[src/rtl/erase_seq_pkg.sv]
package erase_seq_pkg;

  localparam int UNLK_W = 11;
  localparam logic [UNLK_W-1:0] ADDR_KEY_A = 11'h555;
  localparam logic [UNLK_W-1:0] ADDR_KEY_B = 11'h2AA;

  localparam logic [7:0] DAT_KEY_A   = 8'hAA;
  localparam logic [7:0] DAT_KEY_B   = 8'h55;
  localparam logic [7:0] DAT_SETUP   = 8'h80;
  localparam logic [7:0] DAT_CHIP    = 8'h10;
  localparam logic [7:0] DAT_SECTOR  = 8'h30;
  localparam logic [7:0] DAT_SUSPEND = 8'hB0;

  typedef enum logic [2:0] {
    ST_READ,
    ST_KEY1,
    ST_KEY2,
    ST_ARMED,
    ST_KEY3,
    ST_KEY4,
    ST_WINDOW,
    ST_ERASE
  } seq_state_e;

  typedef struct packed {
    logic key_a;
    logic key_b;
    logic setup;
    logic chip;
    logic sector;
    logic suspend;
  } cmd_class_t;

endpackage

[src/rtl/cmd_decode.sv]
module cmd_decode
  import erase_seq_pkg::*;
#(
  parameter int ADDR_W    = 22,
  parameter int SECT_BITS = 7
) (
  input  logic [ADDR_W-1:0]    addr,
  input  logic [7:0]           data,
  output cmd_class_t           cls,
  output logic [SECT_BITS-1:0] sect
);

  logic [UNLK_W-1:0] lo;
  logic              unused_addr_bits;

  assign lo               = addr[UNLK_W-1:0];
  assign unused_addr_bits = ^addr;

  always_comb begin
    cls.key_a   = (lo == ADDR_KEY_A) && (data == DAT_KEY_A);
    cls.key_b   = (lo == ADDR_KEY_B) && (data == DAT_KEY_B);
    cls.setup   = (lo == ADDR_KEY_A) && (data == DAT_SETUP);
    cls.chip    = (lo == ADDR_KEY_A) && (data == DAT_CHIP);
    cls.sector  = (data == DAT_SECTOR);
    cls.suspend = (data == DAT_SUSPEND);
  end

  assign sect = addr[ADDR_W-1 -: SECT_BITS];

endmodule

[src/rtl/down_timer.sv]
module down_timer #(
  parameter int LOAD = 4000
) (
  input  logic clk,
  input  logic rst_n,
  input  logic load,
  input  logic run,
  output logic zero
);

  localparam int W = (LOAD < 2) ? 1 : $clog2(LOAD + 1);

  logic [W-1:0] cnt_q, cnt_d;

  always_comb begin
    cnt_d = cnt_q;
    if (load)
      cnt_d = W'(LOAD - 1);
    else if (run && (cnt_q != '0))
      cnt_d = cnt_q - 1'b1;
  end

  always_ff @(posedge clk or negedge rst_n) begin
    if (!rst_n) cnt_q <= '0;
    else        cnt_q <= cnt_d;
  end

  assign zero = (cnt_q == '0);

endmodule

[src/rtl/sector_buf.sv]
module sector_buf #(
  parameter int SECT_BITS = 7
) (
  input  logic                      clk,
  input  logic                      rst_n,
  input  logic                      clr,
  input  logic                      set_all,
  input  logic                      set_one,
  input  logic [SECT_BITS-1:0]      idx,
  output logic [(1<<SECT_BITS)-1:0] mask
);

  localparam int NUM_SECT = 1 << SECT_BITS;

  for (genvar i = 0; i < NUM_SECT; i++) begin : g_bit
    logic bit_d;

    always_comb begin
      bit_d = mask[i];
      if (clr)
        bit_d = 1'b0;
      else if (set_all)
        bit_d = 1'b1;
      else if (set_one && (idx == SECT_BITS'(i)))
        bit_d = 1'b1;
    end

    always_ff @(posedge clk or negedge rst_n) begin
      if (!rst_n) mask[i] <= 1'b0;
      else        mask[i] <= bit_d;
    end
  end

endmodule

[src/rtl/seq_fsm.sv]
module seq_fsm
  import erase_seq_pkg::*;
(
  input  logic       clk,
  input  logic       rst_n,
  input  logic       wr_en,
  input  cmd_class_t cls,
  input  logic       win_zero,
  input  logic       ers_zero,
  output logic       win_load,
  output logic       win_run,
  output logic       ers_load,
  output logic       ers_run,
  output logic       buf_clr,
  output logic       buf_all,
  output logic       buf_set,
  output logic       ready,
  output logic       win_open,
  output logic       expired
);

  seq_state_e st_q, st_d;

  always_comb begin
    st_d = st_q;
    unique case (st_q)
      ST_READ:   if (wr_en) st_d = cls.key_a ? ST_KEY1  : ST_READ;
      ST_KEY1:   if (wr_en) st_d = cls.key_b ? ST_KEY2  : ST_READ;
      ST_KEY2:   if (wr_en) st_d = cls.setup ? ST_ARMED : ST_READ;
      ST_ARMED:  if (wr_en) st_d = cls.key_a ? ST_KEY3  : ST_READ;
      ST_KEY3:   if (wr_en) st_d = cls.key_b ? ST_KEY4  : ST_READ;
      ST_KEY4: begin
        if (wr_en) begin
          if (cls.chip)        st_d = ST_ERASE;
          else if (cls.sector) st_d = ST_WINDOW;
          else                 st_d = ST_READ;
        end
      end
      ST_WINDOW: begin
        if (wr_en && cls.sector)       st_d = ST_WINDOW;
        else if (wr_en && !cls.suspend) st_d = ST_READ;
        else if (win_zero)             st_d = ST_ERASE;
      end
      ST_ERASE:  if (ers_zero) st_d = ST_READ;
      default:   st_d = ST_READ;
    endcase
  end

  always_ff @(posedge clk or negedge rst_n) begin
    if (!rst_n) st_q <= ST_READ;
    else        st_q <= st_d;
  end

  logic sect_take;
  assign sect_take = wr_en && cls.sector &&
                     ((st_q == ST_KEY4) || (st_q == ST_WINDOW));

  assign win_load = sect_take;
  assign win_run  = (st_q == ST_WINDOW);
  assign ers_load = (st_q != ST_ERASE) && (st_d == ST_ERASE);
  assign ers_run  = (st_q == ST_ERASE);
  assign buf_clr  = (st_d == ST_READ);
  assign buf_all  = wr_en && cls.chip && (st_q == ST_KEY4);
  assign buf_set  = sect_take;

  assign ready    = (st_q != ST_ERASE);
  assign win_open = (st_q == ST_WINDOW);
  assign expired  = (st_q == ST_ERASE);

endmodule

[src/rtl/erase_cmd_seq.sv]
module erase_cmd_seq
  import erase_seq_pkg::*;
#(
  parameter int ADDR_W    = 22,
  parameter int SECT_BITS = 7,
  parameter int WIN_CYC   = 4000,
  parameter int ERASE_CYC = 100000
) (
  input  logic                      clk,
  input  logic                      rst_n,
  input  logic                      wr_en,
  input  logic [ADDR_W-1:0]         wr_addr,
  input  logic [7:0]                wr_data,
  output logic                      ready,
  output logic                      win_open,
  output logic                      timer_expired,
  output logic [(1<<SECT_BITS)-1:0] erase_mask
);

  localparam int NUM_SECT = 1 << SECT_BITS;

  logic [1:0] rst_q;
  logic       rst_i;

  always_ff @(posedge clk or negedge rst_n) begin
    if (!rst_n) rst_q <= 2'b00;
    else        rst_q <= {rst_q[0], 1'b1};
  end
  assign rst_i = rst_q[1];

  cmd_class_t           cls;
  logic [SECT_BITS-1:0] sect;
  logic win_load, win_run, win_zero;
  logic ers_load, ers_run, ers_zero;
  logic buf_clr, buf_all, buf_set;

  cmd_decode #(.ADDR_W(ADDR_W), .SECT_BITS(SECT_BITS)) u_dec (
    .addr (wr_addr),
    .data (wr_data),
    .cls  (cls),
    .sect (sect)
  );

  seq_fsm u_fsm (
    .clk      (clk),
    .rst_n    (rst_i),
    .wr_en    (wr_en),
    .cls      (cls),
    .win_zero (win_zero),
    .ers_zero (ers_zero),
    .win_load (win_load),
    .win_run  (win_run),
    .ers_load (ers_load),
    .ers_run  (ers_run),
    .buf_clr  (buf_clr),
    .buf_all  (buf_all),
    .buf_set  (buf_set),
    .ready    (ready),
    .win_open (win_open),
    .expired  (timer_expired)
  );

  down_timer #(.LOAD(WIN_CYC)) u_win_tmr (
    .clk   (clk),
    .rst_n (rst_i),
    .load  (win_load),
    .run   (win_run),
    .zero  (win_zero)
  );

  down_timer #(.LOAD(ERASE_CYC)) u_ers_tmr (
    .clk   (clk),
    .rst_n (rst_i),
    .load  (ers_load),
    .run   (ers_run),
    .zero  (ers_zero)
  );

  logic [NUM_SECT-1:0] mask;

  sector_buf #(.SECT_BITS(SECT_BITS)) u_buf (
    .clk     (clk),
    .rst_n   (rst_i),
    .clr     (buf_clr),
    .set_all (buf_all),
    .set_one (buf_set),
    .idx     (sect),
    .mask    (mask)
  );

  assign erase_mask = mask;

endmodule

[config.mk]
export PLATFORM = sky130hd
export DESIGN_NAME = erase_cmd_seq
export DESIGN_NICKNAME = d
export VERILOG_FILES = /design/src/rtl/erase_seq_pkg.sv /design/src/rtl/cmd_decode.sv /design/src/rtl/down_timer.sv /design/src/rtl/sector_buf.sv /design/src/rtl/seq_fsm.sv /design/src/rtl/erase_cmd_seq.sv
export SDC_FILE = /design/constraint.sdc
export NUM_CORES = 1
export LEC_CHECK = 0
export ABC_CLOCK_PERIOD_IN_PS = 6050
export BUFFER_PORTS_ARGS = -buffer_cell sky130_fd_sc_hd__buf_4
export CAP_MARGIN = 5
export CORE_MARGIN = 2
export CORE_UTILIZATION = 46
export DETAILED_ROUTE_END_ITERATION = 8
export GPL_TIMING_DRIVEN = 0
export PLACE_DENSITY = 0.7
export RECOVER_POWER = 50
export SLEW_MARGIN = 20
export SYNTH_ARGS = -nofsm -noshare
export SYNTH_HDL_FRONTEND = slang
export SYNTH_SLANG_ARGS = --single-unit
[constraint.sdc]
create_clock -name clk -period 6.05 [get_ports clk]
set_input_delay 0 -clock clk [delete_from_list [all_inputs] [get_ports clk]]
set_output_delay 0 -clock clk [all_outputs]
set_load 0.05 [all_outputs]
==> summary.txt <==
Status = complete, but fails checks
Failing checks = capacitance limit, slew limit
Core Region = 16,400 sq um
Post-CTS sizing = 0
Fill cells = 1,529
WS Path Type = flip-flop to flip-flop
Slowest-stage cell, CP = or4b_2
Global route overflow = 0
Vias in the first global route = 6,878
Clock power share = 43.1%
Multi-input gate area = 3220 sq um
Die Span Y = 133 microns
Sequential power share = 43.6%
CTS tree = done
Maxcap violations = 1
Global-route wire length before repair = 38.7 mm
Area delta synth->final = 22.7%
CP arrival = 4.03 ns
M3 GR Usage = 8.35%
Crit-path cells = inv_1, ha_1, or4b_2, or3_1, o21a_2, nor2_1, and3_1, clkbuf_1, clkbuf_1, clkbuf_1, a31oi_1
Per-cell routed wire length = 21.3 microns
Global Route Usage Sum = 28.1%
Pint = 1.88 mW
Crit-path most repeated cell = clkbuf_1
Register area = 4050 sq um
Top Usage Layer GRT = met2
Worst setup SP type = flip-flop
Max-slew headroom = -29.7%
Clock skew = 0.00959 ns
TritonCTS Sinks = 162
Via count = 7,175
Final Hold Viols = 0
Max-slew violation count = 30
Vias per cell = 6.23
Combinational Power Share = 13.3%
Leak Pwr = 3.59 nW
Clk Latency, worst-skew pair = 0.43 ns
Cells after synthesis = 731
EDFF count, synth = 0
Sw Ratio = 26.9%
Port-buffer cells = 156
Synthesized area per cell = 10.5 sq um
PD cells = 273 nW/um^2
PnR Total Power = 2.56 mW
M2 GR Usage = 41.2%
Site Rows = 47
Actual slew at the worst max-slew pin = 1.95 ns
Flops & latches, synth = 162
Fmax = 0.266 GHz
Layout cells sized above 1 = 10.6%
Register area share after synthesis = 53.0%
Post-synthesis async set-or-reset flop share = 100%
Net Count, Synth = 768
CP required = 6.33 ns
Unique masters post-synth = 50
Nets = 956
Unrepaired setup endpoints after global routing = false
Die footprint = 17,700 sq um
# IOs = 164
Final WL = 24.5 mm
Crit-path max FO = 10
Crit share post-route = 62.0%
H-tree Lvls = 4
Drt first pass iters = 5
Antenna diodes = 0
Main synth FF type = dfrtp_1
Synth Warn # = 0
Root Driver = clkbuf_16
Post-DRT Antenna Nets = 0
Routability Congestion = 0.873
Psw = 689 uW
Clock slew seen by the registers of the worst setup and hold paths = 0.06 ns
Initial antenna violation count = 0
Mapped cell area = 7650 sq um
DP Wirelength = 16.7 mm
CP max stage delay = 0.58 ns
1st-iter DRT viols = 686
DRC Markers = 0
Hold crit path type = input port to flip-flop
Placed instance area = 9280 sq um
TritonCTS Buffers = 17
Met1 Track Usage GR = 39.6%
Tmin final = 3.75 ns
Hold Slack = 0.0836 ns
CTS max path bufs = 2
# setup viols final = 0
Largest net degree at the start of global routing = 56
Worst vdd ir = 0.000208 V
CP Capture Type = flip-flop
Starting Density = 46.6%
Final core occ = 57.3%
Die W = 133 microns
Design area = 9390 sq um
power by group through the flow:
stage	Combinational, mW	Sequential, mW	Clock, mW
floorplan	0.223	1.15	0
global placement	0.312	1.16	0
detailed placement	0.338	1.14	0
CTS	0.340	1.12	1.11
global route	0.373	1.12	1.16
finish	0.342	1.12	1.11
synthesized netlist by cell type, types with 3 or more instances:
cell / count / area share [%]
dfrtp_1: 162 / 53
and4b_1: 3 / 0.39
nor2b_1: 8 / 0.65
nor4_1: 13 / 1.1
nor3b_1: 7 / 0.69
nand3b_1: 3 / 0.29
nor3_1: 15 / 0.98
ha_1: 4 / 0.65
o31ai_1: 10 / 0.98
xor2_1: 9 / 1.0
and3_1: 4 / 0.33
nand3_1: 7 / 0.46
a31oi_1: 137 / 11
a211oi_1: 129 / 13
and4_1: 4 / 0.46
o211ai_1: 4 / 0.39
nand2_1: 21 / 1.0
nand4_1: 5 / 0.41
inv_1: 11 / 0.54
xnor2_1: 16 / 1.8
or4_1: 3 / 0.29
buf_1: 7 / 0.34
clkbuf_1: 62 / 3.0
buf_2: 4 / 0.26
o21ai_0: 6 / 0.39
nor2_1: 22 / 1.1
o2111ai_1: 3 / 0.34
nor4b_1: 3 / 0.34
nand2b_1: 5 / 0.41
a21oi_1: 3 / 0.20
buf_4: 13 / 1.3
layer usage:
metal  wire length (microns)  up-vias
li1                        -     3254
met5                       0        -
met2                   11100      319
met3                    1950       49
met1                   10700     3553
met4                     725        0
per-stage QoR:
step	instances	setup WS, ns	TNS (ns)
after floorplan	731	1.20	0
after global placement	1107	-0.764	-120.49
after detailed placement	1118	2.31	0
after CTS	1151	2.30	0
after global routing	1151	2.10	0
final	1151	2.30	0
what timing repair did:
item                       4_1_cts  5_1_grt
hold endpoints to repair         2        0
hold buffers                     2        0
buffers inserted                 0        0
setup endpoints to repair        0        0
worst max-delay path: cells and delay by family, from the launching register on:
family	cells	cell delay [ns]
AND/OR/NAND/NOR	4	1.33
buffers and inverters	4	1.27
AO/OA/AOI/OAI	2	0.44
flip-flops	1	0.40
adder cells (fa/ha/maj)	1	0.15
worst paths after layout:
path	slack, ns	start	end	cells after the start
worst max-delay path	2.30	u_ers_tmr.cnt_q[0]	u_buf.mask[16]	11
worst min-delay path	0.08	wr_addr[17]	u_buf.mask[10]	4
worst max register to register	2.30	u_ers_tmr.cnt_q[0]	u_buf.mask[16]	11
worst min register to register	0.35	rst_q[0]	rst_q[1]	0
max in group asynchronous	3.29	rst_q[1]	u_buf.mask[12]	1
min in group asynchronous	0.43	rst_q[1]	u_win_tmr.cnt_q[2]	0
cell usage in the layout, fill, tap and decap left out, drive strengths merged, types with 12 or more instances in the layout:
cell type | synthesis | layout
a211oi | 129 | 129
a31oi | 137 | 137
buf | 24 | 61
clkbuf | 62 | 215
dfrtp | 162 | 162
inv | 11 | 12
nand2 | 21 | 21
nor2 | 22 | 22
nor3 | 15 | 15
nor4 | 13 | 13
xnor2 | 16 | 16
flip-flops by register name (all words and copies together) (netlist names):
| signal | count |
|---|---|
| u_buf.mask | 128 |
| rst_q | 2 |
| u_ers_tmr.cnt_q | 17 |
| u_fsm.st_q | 3 |
| u_win_tmr.cnt_q | 12 |
area by class of cell:
cell class | instances | area share [%]
Clock inverter | 8 | 1.36
Sequential cell | 162 | 43.2
Inverter | 13 | 0.519
Buffer | 86 | 4.01
Multi-Input combinational cell | 470 | 34.3
Timing Repair Buffer | 169 | 8.72
Clock buffer | 23 | 4.98
Tap cell | 220 | 2.93
logic make-up after synthesis:
family	synth area share [%]
AND/OR/NAND/NOR	10.3
other	0.0490
adder cells (fa/ha/maj)	0.654
flip-flops	53.0
AO/OA/AOI/OAI	27.6
buffers and inverters	5.56
XOR/XNOR	2.86
Note: power is estimated with default switching activity, not from simulation.
